==> config.mk <==
export PLATFORM = sky130hd
export DESIGN_NAME = lock_supervisor
export DESIGN_NICKNAME = d
export VERILOG_FILES = /design/src/rtl/lksup_pkg.sv /design/src/rtl/lksup_sync.sv /design/src/rtl/lksup_timer.sv /design/src/rtl/lock_supervisor.sv
export SDC_FILE = /design/constraint.sdc
export NUM_CORES = 1
export LEC_CHECK = 0
export ABC_AREA = 1
export ABC_CLOCK_PERIOD_IN_PS = 3900
export BUFFER_PORTS_ARGS = -buffer_cell sky130_fd_sc_hd__buf_2
export CORE_ASPECT_RATIO = 2
export CORE_MARGIN = 2
export CORE_UTILIZATION = 35
export DETAILED_ROUTE_END_ITERATION = 16
export GPL_ROUTABILITY_DRIVEN = 0
export MAX_ROUTING_LAYER = met4
export PLACE_DENSITY = 0.46
export SYNTH_ARGS = -nofsm -noshare
export SYNTH_HDL_FRONTEND = slang
export SYNTH_SLANG_ARGS = --single-unit
==> constraint.sdc <==
create_clock -name clk_ref -period 3.9 [get_ports clk_ref]
set_clock_uncertainty 0.2 [all_clocks]
set_input_delay 0.39 -clock clk_ref [delete_from_list [all_inputs] [get_ports clk_ref]]
set_output_delay 0.39 -clock clk_ref [all_outputs]
set_load 0.01 [all_outputs]
==> src/rtl/lksup_pkg.sv <==
package lksup_pkg;

  typedef enum logic [1:0] {
    ST_LOCKED = 2'd0,
    ST_PULSE  = 2'd1,
    ST_WAIT   = 2'd2
  } sup_state_t;

  function automatic int unsigned cnt_width(input int unsigned n);
    return (n > 1) ? $clog2(n) : 1;
  endfunction

endpackage

==> src/rtl/lksup_sync.sv <==
module lksup_sync #(
  parameter int unsigned STAGES = 2
) (
  input  logic clk,
  input  logic rst,
  input  logic async_in,
  output logic level,
  output logic fell
);

  logic [STAGES-1:0] chain;
  logic              level_d;

  generate
    if (STAGES == 1) begin : g_single
      always_ff @(posedge clk) begin
        if (rst) chain <= '0;
        else     chain <= async_in;
      end
    end else begin : g_multi
      always_ff @(posedge clk) begin
        if (rst) chain <= '0;
        else     chain <= {chain[STAGES-2:0], async_in};
      end
    end
  endgenerate

  always_ff @(posedge clk) begin
    if (rst) level_d <= 1'b0;
    else     level_d <= chain[STAGES-1];
  end

  assign level = chain[STAGES-1];
  assign fell  = level_d & ~chain[STAGES-1];

  // a detected fall follows a high level in the previous cycle
  a_r3_fall_after_high: assert property (@(posedge clk) disable iff (rst)
    fell |-> $past(level));

endmodule

==> src/rtl/lksup_timer.sv <==
module lksup_timer #(
  parameter int unsigned CYCLES = 16
) (
  input  logic clk,
  input  logic rst,
  input  logic load,
  input  logic run,
  output logic done
);

  localparam int unsigned W = lksup_pkg::cnt_width(CYCLES);
  localparam logic [W-1:0] LOAD_V = W'(CYCLES - 1);

  logic [W-1:0] cnt;

  always_ff @(posedge clk) begin
    if (rst || load)             cnt <= LOAD_V;
    else if (run && cnt != '0)   cnt <= cnt - 1'b1;
  end

  assign done = (cnt == '0);

  // a running count steps down by one per cycle
  a_r4_count_step: assert property (@(posedge clk) disable iff (rst)
    (!load && run && cnt != '0) |=> (cnt == $past(cnt) - 1'b1));

  // a load always restarts at the full length
  a_r4_load_full: assert property (@(posedge clk) disable iff (rst)
    load |=> (cnt == LOAD_V));

endmodule

==> src/rtl/lock_supervisor.sv <==
module lock_supervisor #(
  parameter int unsigned PULSE_CYCLES   = 25_000_000,
  parameter int unsigned TIMEOUT_CYCLES = 131_072,
  parameter int unsigned SYNC_STAGES    = 2
) (
  input  logic clk_ref,
  input  logic sys_rst,
  input  logic cm_locked,
  output logic cm_reset
);

  import lksup_pkg::*;

  sup_state_t state;
  logic       lock_lvl;
  logic       lock_fell;
  logic       pulse_done;
  logic       wait_done;
  logic       pulse_load;
  logic       wait_load;
  logic       rst_q;

  lksup_sync #(.STAGES(SYNC_STAGES)) u_sync (
    .clk      (clk_ref),
    .rst      (sys_rst),
    .async_in (cm_locked),
    .level    (lock_lvl),
    .fell     (lock_fell)
  );

  // Pulse start: system reset, lock loss, or timeout without lock
  always_comb begin
    pulse_load = sys_rst;
    if (state == ST_LOCKED && lock_fell)             pulse_load = 1'b1;
    if (state == ST_WAIT && wait_done && !lock_lvl)  pulse_load = 1'b1;
  end

  assign wait_load = !sys_rst && (state == ST_PULSE) && pulse_done;

  lksup_timer #(.CYCLES(PULSE_CYCLES)) u_pulse (
    .clk  (clk_ref),
    .rst  (1'b0),
    .load (pulse_load),
    .run  (state == ST_PULSE),
    .done (pulse_done)
  );

  lksup_timer #(.CYCLES(TIMEOUT_CYCLES)) u_wait (
    .clk  (clk_ref),
    .rst  (sys_rst),
    .load (wait_load),
    .run  (state == ST_WAIT),
    .done (wait_done)
  );

  always_ff @(posedge clk_ref) begin
    if (sys_rst) begin
      state <= ST_PULSE;
      rst_q <= 1'b1;
    end else begin
      case (state)
        ST_LOCKED: if (lock_fell) begin
          state <= ST_PULSE;
          rst_q <= 1'b1;
        end
        ST_PULSE: if (pulse_done) begin
          state <= ST_WAIT;
          rst_q <= 1'b0;
        end
        ST_WAIT: begin
          if (lock_lvl) begin
            state <= ST_LOCKED;
          end else if (wait_done) begin
            state <= ST_PULSE;
            rst_q <= 1'b1;
          end
        end
        default: begin
          state <= ST_PULSE;
          rst_q <= 1'b1;
        end
      endcase
    end
  end

  assign cm_reset = rst_q;

  // system reset forces the output high at the next edge
  a_r1_sysrst_high: assert property (@(posedge clk_ref)
    sys_rst |=> cm_reset);

  // a lock fall in the locked state starts a pulse
  a_r3_fall_pulse: assert property (@(posedge clk_ref) disable iff (sys_rst)
    (state == ST_LOCKED && lock_fell) |=> cm_reset);

  // timeout without lock issues a retry
  a_r5_timeout_retry: assert property (@(posedge clk_ref) disable iff (sys_rst)
    (state == ST_WAIT && wait_done && !lock_lvl) |=> cm_reset);

  // lock seen while waiting wins and keeps the output low
  a_r8_lock_wins: assert property (@(posedge clk_ref) disable iff (sys_rst)
    (state == ST_WAIT && lock_lvl) |=> (!cm_reset && state == ST_LOCKED));

  // an unfinished pulse keeps the output high whatever lock does
  a_r7_pulse_holds: assert property (@(posedge clk_ref) disable iff (sys_rst)
    (state == ST_PULSE && !pulse_done) |=> cm_reset);

endmodule

==> out/results.ini <==
[outcome]
status = finished clean

[grt]
grt-ovfl-total = 0
grt_pass1_vias = 2320
grtUsageTotal = 0.165
grt_pass1_wl_mm = 10.7
grt_antenna_before_repair = 0
grt_max_degree = 33

[route]
wl_met1_mm = 2.85
wl_mm = 5.91
via_per_inst = 4.87
wl_met3_um = 179
avgRoutedWirePerCell_um = 12.0
first_iter_violations = 117
drtAntennaViolNets = 0
drt-pass1-iter-count = 6
top_layer = met4
vias = 2402
drc_errors = 0
wl_met2_mm = 2.79

[logic_synthesis]
muxShareOfSynthArea = 0
synthTopCellsByArea = dfxtp_1 36%, nand2_1 14%, nor2_1 9.0%, nand3_1 8.3%, inv_1 6.1%
synth_top_family_by_area = simple AND/OR/NAND/NOR gates
synth-xor-area-share = 0.0395
ys.flop_type = dfxtp_1
synth-edff-count = 0
synth_compound_area_frac = 0.0762
synth_fa_ha_area_frac = 0.00941
yosysUniqueCellTypes = 29
synthCells = 395
ys_seq_area_frac = 0.361
yosys.area_share.simple = 0.423
syn_avg_cell_area_sq_um = 6.73
synth_nets = 400
yosysTopAreaCell = dfxtp_1
synth_area_sq_um = 2660
ys_warn_count = 0
synthArstFlopShare = 0
synth-seq-cells = 48
synth_top_area_frac = 0.361

[min_path]
worstHoldPathType = in2reg
min_path_cells = 3
worstHoldStart = cm_locked
min_to = u_sync.chain[0]

[layout]
instances_no_fill = 493
n_antenna_cell = 0
fin_area_sq_um = 2880
area_growth_pct = 8.23
num-fill-cells = 799
final_core_util = 0.384
nNetsFinal = 403
drive_above_1_share = 0.0777

[clock_tree]
cts_tree = yes
clock_path_buffers = 2
cts_setup_buffers = 0
cts_hold_buf = 0
clock_latency_ns = 0.29
path_clk_slew_ns = 0.06
cts_sinks = 48
cts_max_level = 2
root_buffer = clkbuf_16
cts_buffers = 5
cts_resized = 0

[timing]
final.setup.tns_ns = 0
setup_viol = 0
slew_violations = 0
fmax_ghz = 0.434
worst_pin_slew_ns = 0.809
grt_setup_unrepaired = false
hold_viol = 0
fin_crit_sh = 0.591
hold_slack_ns = 0.101
slew_headroom = 0.461
finalCriticalPeriod_ns = 2.30
timing.final.ws_setup_ns = 1.60

[floorplanning]
die_w_um = 65.6
start_util = 0.355
die_y_um = 127
floorplan.core_area_sq_um = 7490
ios = 4
fp.dieArea_sq_um = 8360
num_rows = 45

[pwr]
power.leakage_nw = 1.24
finalPower_mw = 0.956
irDropWorstVdd_mv = 0.236
pwr_density_cell_nw_per_um2 = 332

[place]
dp_slack_ns = 1.59
post_dp_cell_area_sq_um = 2730
dp_hpwl_mm = 4.35
io_buffers = 3
placed_cells = 485

[setup_path]
r2r-start = u_wait.cnt[0]
reg2regPathDepth = 10
critPathCaptureType = flip-flop
critPathArrivalTime_ns = 2.32
rrSetupSlack_ns = 1.60
cp_max_fo = 12
path_class = reg2reg
required_ns = 3.92
r2r-end = u_pulse.cnt[23]
setup.worst_path.start_class = flip-flop

[job]
drv_cap = 0

critical path, cell delays in order, from the launching register on:
cell     delay, ns
dfxtp_1       0.39
inv_1         0.11
ha_1          0.25
nand2_1       0.13
nor2_2        0.07
nand3_2       0.12
nor2_1        0.06
nor2_2        0.38
buf_4         0.29
inv_1         0.10
a21oi_1       0.12
kinds of logic (layout without fill, tap and decap cells):
kind of cell	count (synthesis)	count (layout)
compound gates	33	33
xor+xnor	12	12
fa+ha+maj	2	2
buf+inv	52	56
flops	48	48
simple gates	248	248
synth_stat cells, types with 3 or more instances:
| master | number |
|---|---|
| a21oi_1 | 9 |
| buf_2 | 3 |
| buf_6 | 5 |
| dfxtp_1 | 48 |
| inv_1 | 43 |
| nand2_1 | 99 |
| nand2_2 | 3 |
| nand3_1 | 44 |
| nand3b_1 | 9 |
| nand4_1 | 9 |
| nor2_1 | 64 |
| nor2_2 | 8 |
| nor3_1 | 5 |
| o211ai_1 | 7 |
| o21ai_0 | 13 |
| xnor2_1 | 4 |
| xor2_1 | 8 |
power breakdown:
| group | switching, mW | internal [mW] |
|---|---|---|
| registers | 0.00266 | 0.494 |
| clock network | 0.183 | 0.256 |
| logic | 0.0147 | 0.00632 |
| total | 0.200 | 0.756 |
state kept, by name (all words and copies together), names as in the netlist:
register and count:
u_pulse.cnt 25, u_wait.cnt 17, state 2, u_sync.chain 2, cm_reset 1, u_sync.level_d 1
how the worst max path moves through the flow:
stage	start	endpoint	slack [ns]
final	u_wait.cnt[0]	u_pulse.cnt[23]	1.60
after global routing	u_wait.cnt[0]	u_wait.cnt[5]	1.35
after CTS	u_wait.cnt[0]	u_pulse.cnt[23]	1.57
after detailed placement	u_wait.cnt[0]	u_pulse.cnt[23]	1.59
after global placement	u_pulse.cnt[0]	u_wait.cnt[1]	1.59
after floorplan	u_wait.cnt[0]	u_wait.cnt[6]	2.13
final cells by class:
type / instances / area [sq um] / area share
Inverter: 43 / 161 / 0.0561
Clock inverter: 1 / 7.51 / 0.00261
Clock buffer: 7 / 143 / 0.0495
Sequential cell: 48 / 961 / 0.334
Tap cell: 94 / 118 / 0.0409
Multi-Input combinational cell: 295 / 1460 / 0.507
Timing Repair Buffer: 5 / 30.0 / 0.0104
placed cells by master, fill, tap and decap left out, drive strengths merged:
cell type / instances
inv: 43
nand2: 104
nand4: 9
nor2: 74
a21oi: 10
nor4: 1
or2: 1
nand3: 45
clkinvlp: 1
dfxtp: 48
nand3b: 9
o21bai: 1
xnor2: 4
clkbuf: 7
ha: 2
o31ai: 1
o21ai: 14
xor2: 8
o211ai: 7
nor3: 5
buf: 5
metal layers:
layer / GRT usage / vias to the layer above
met5: - / -
met4: 0.0539 / 0
met3: 0.0290 / 6
met2: 0.254 / 30
met1: 0.219 / 1096
li1: - / 1270
(Power assumes the default switching activity.)
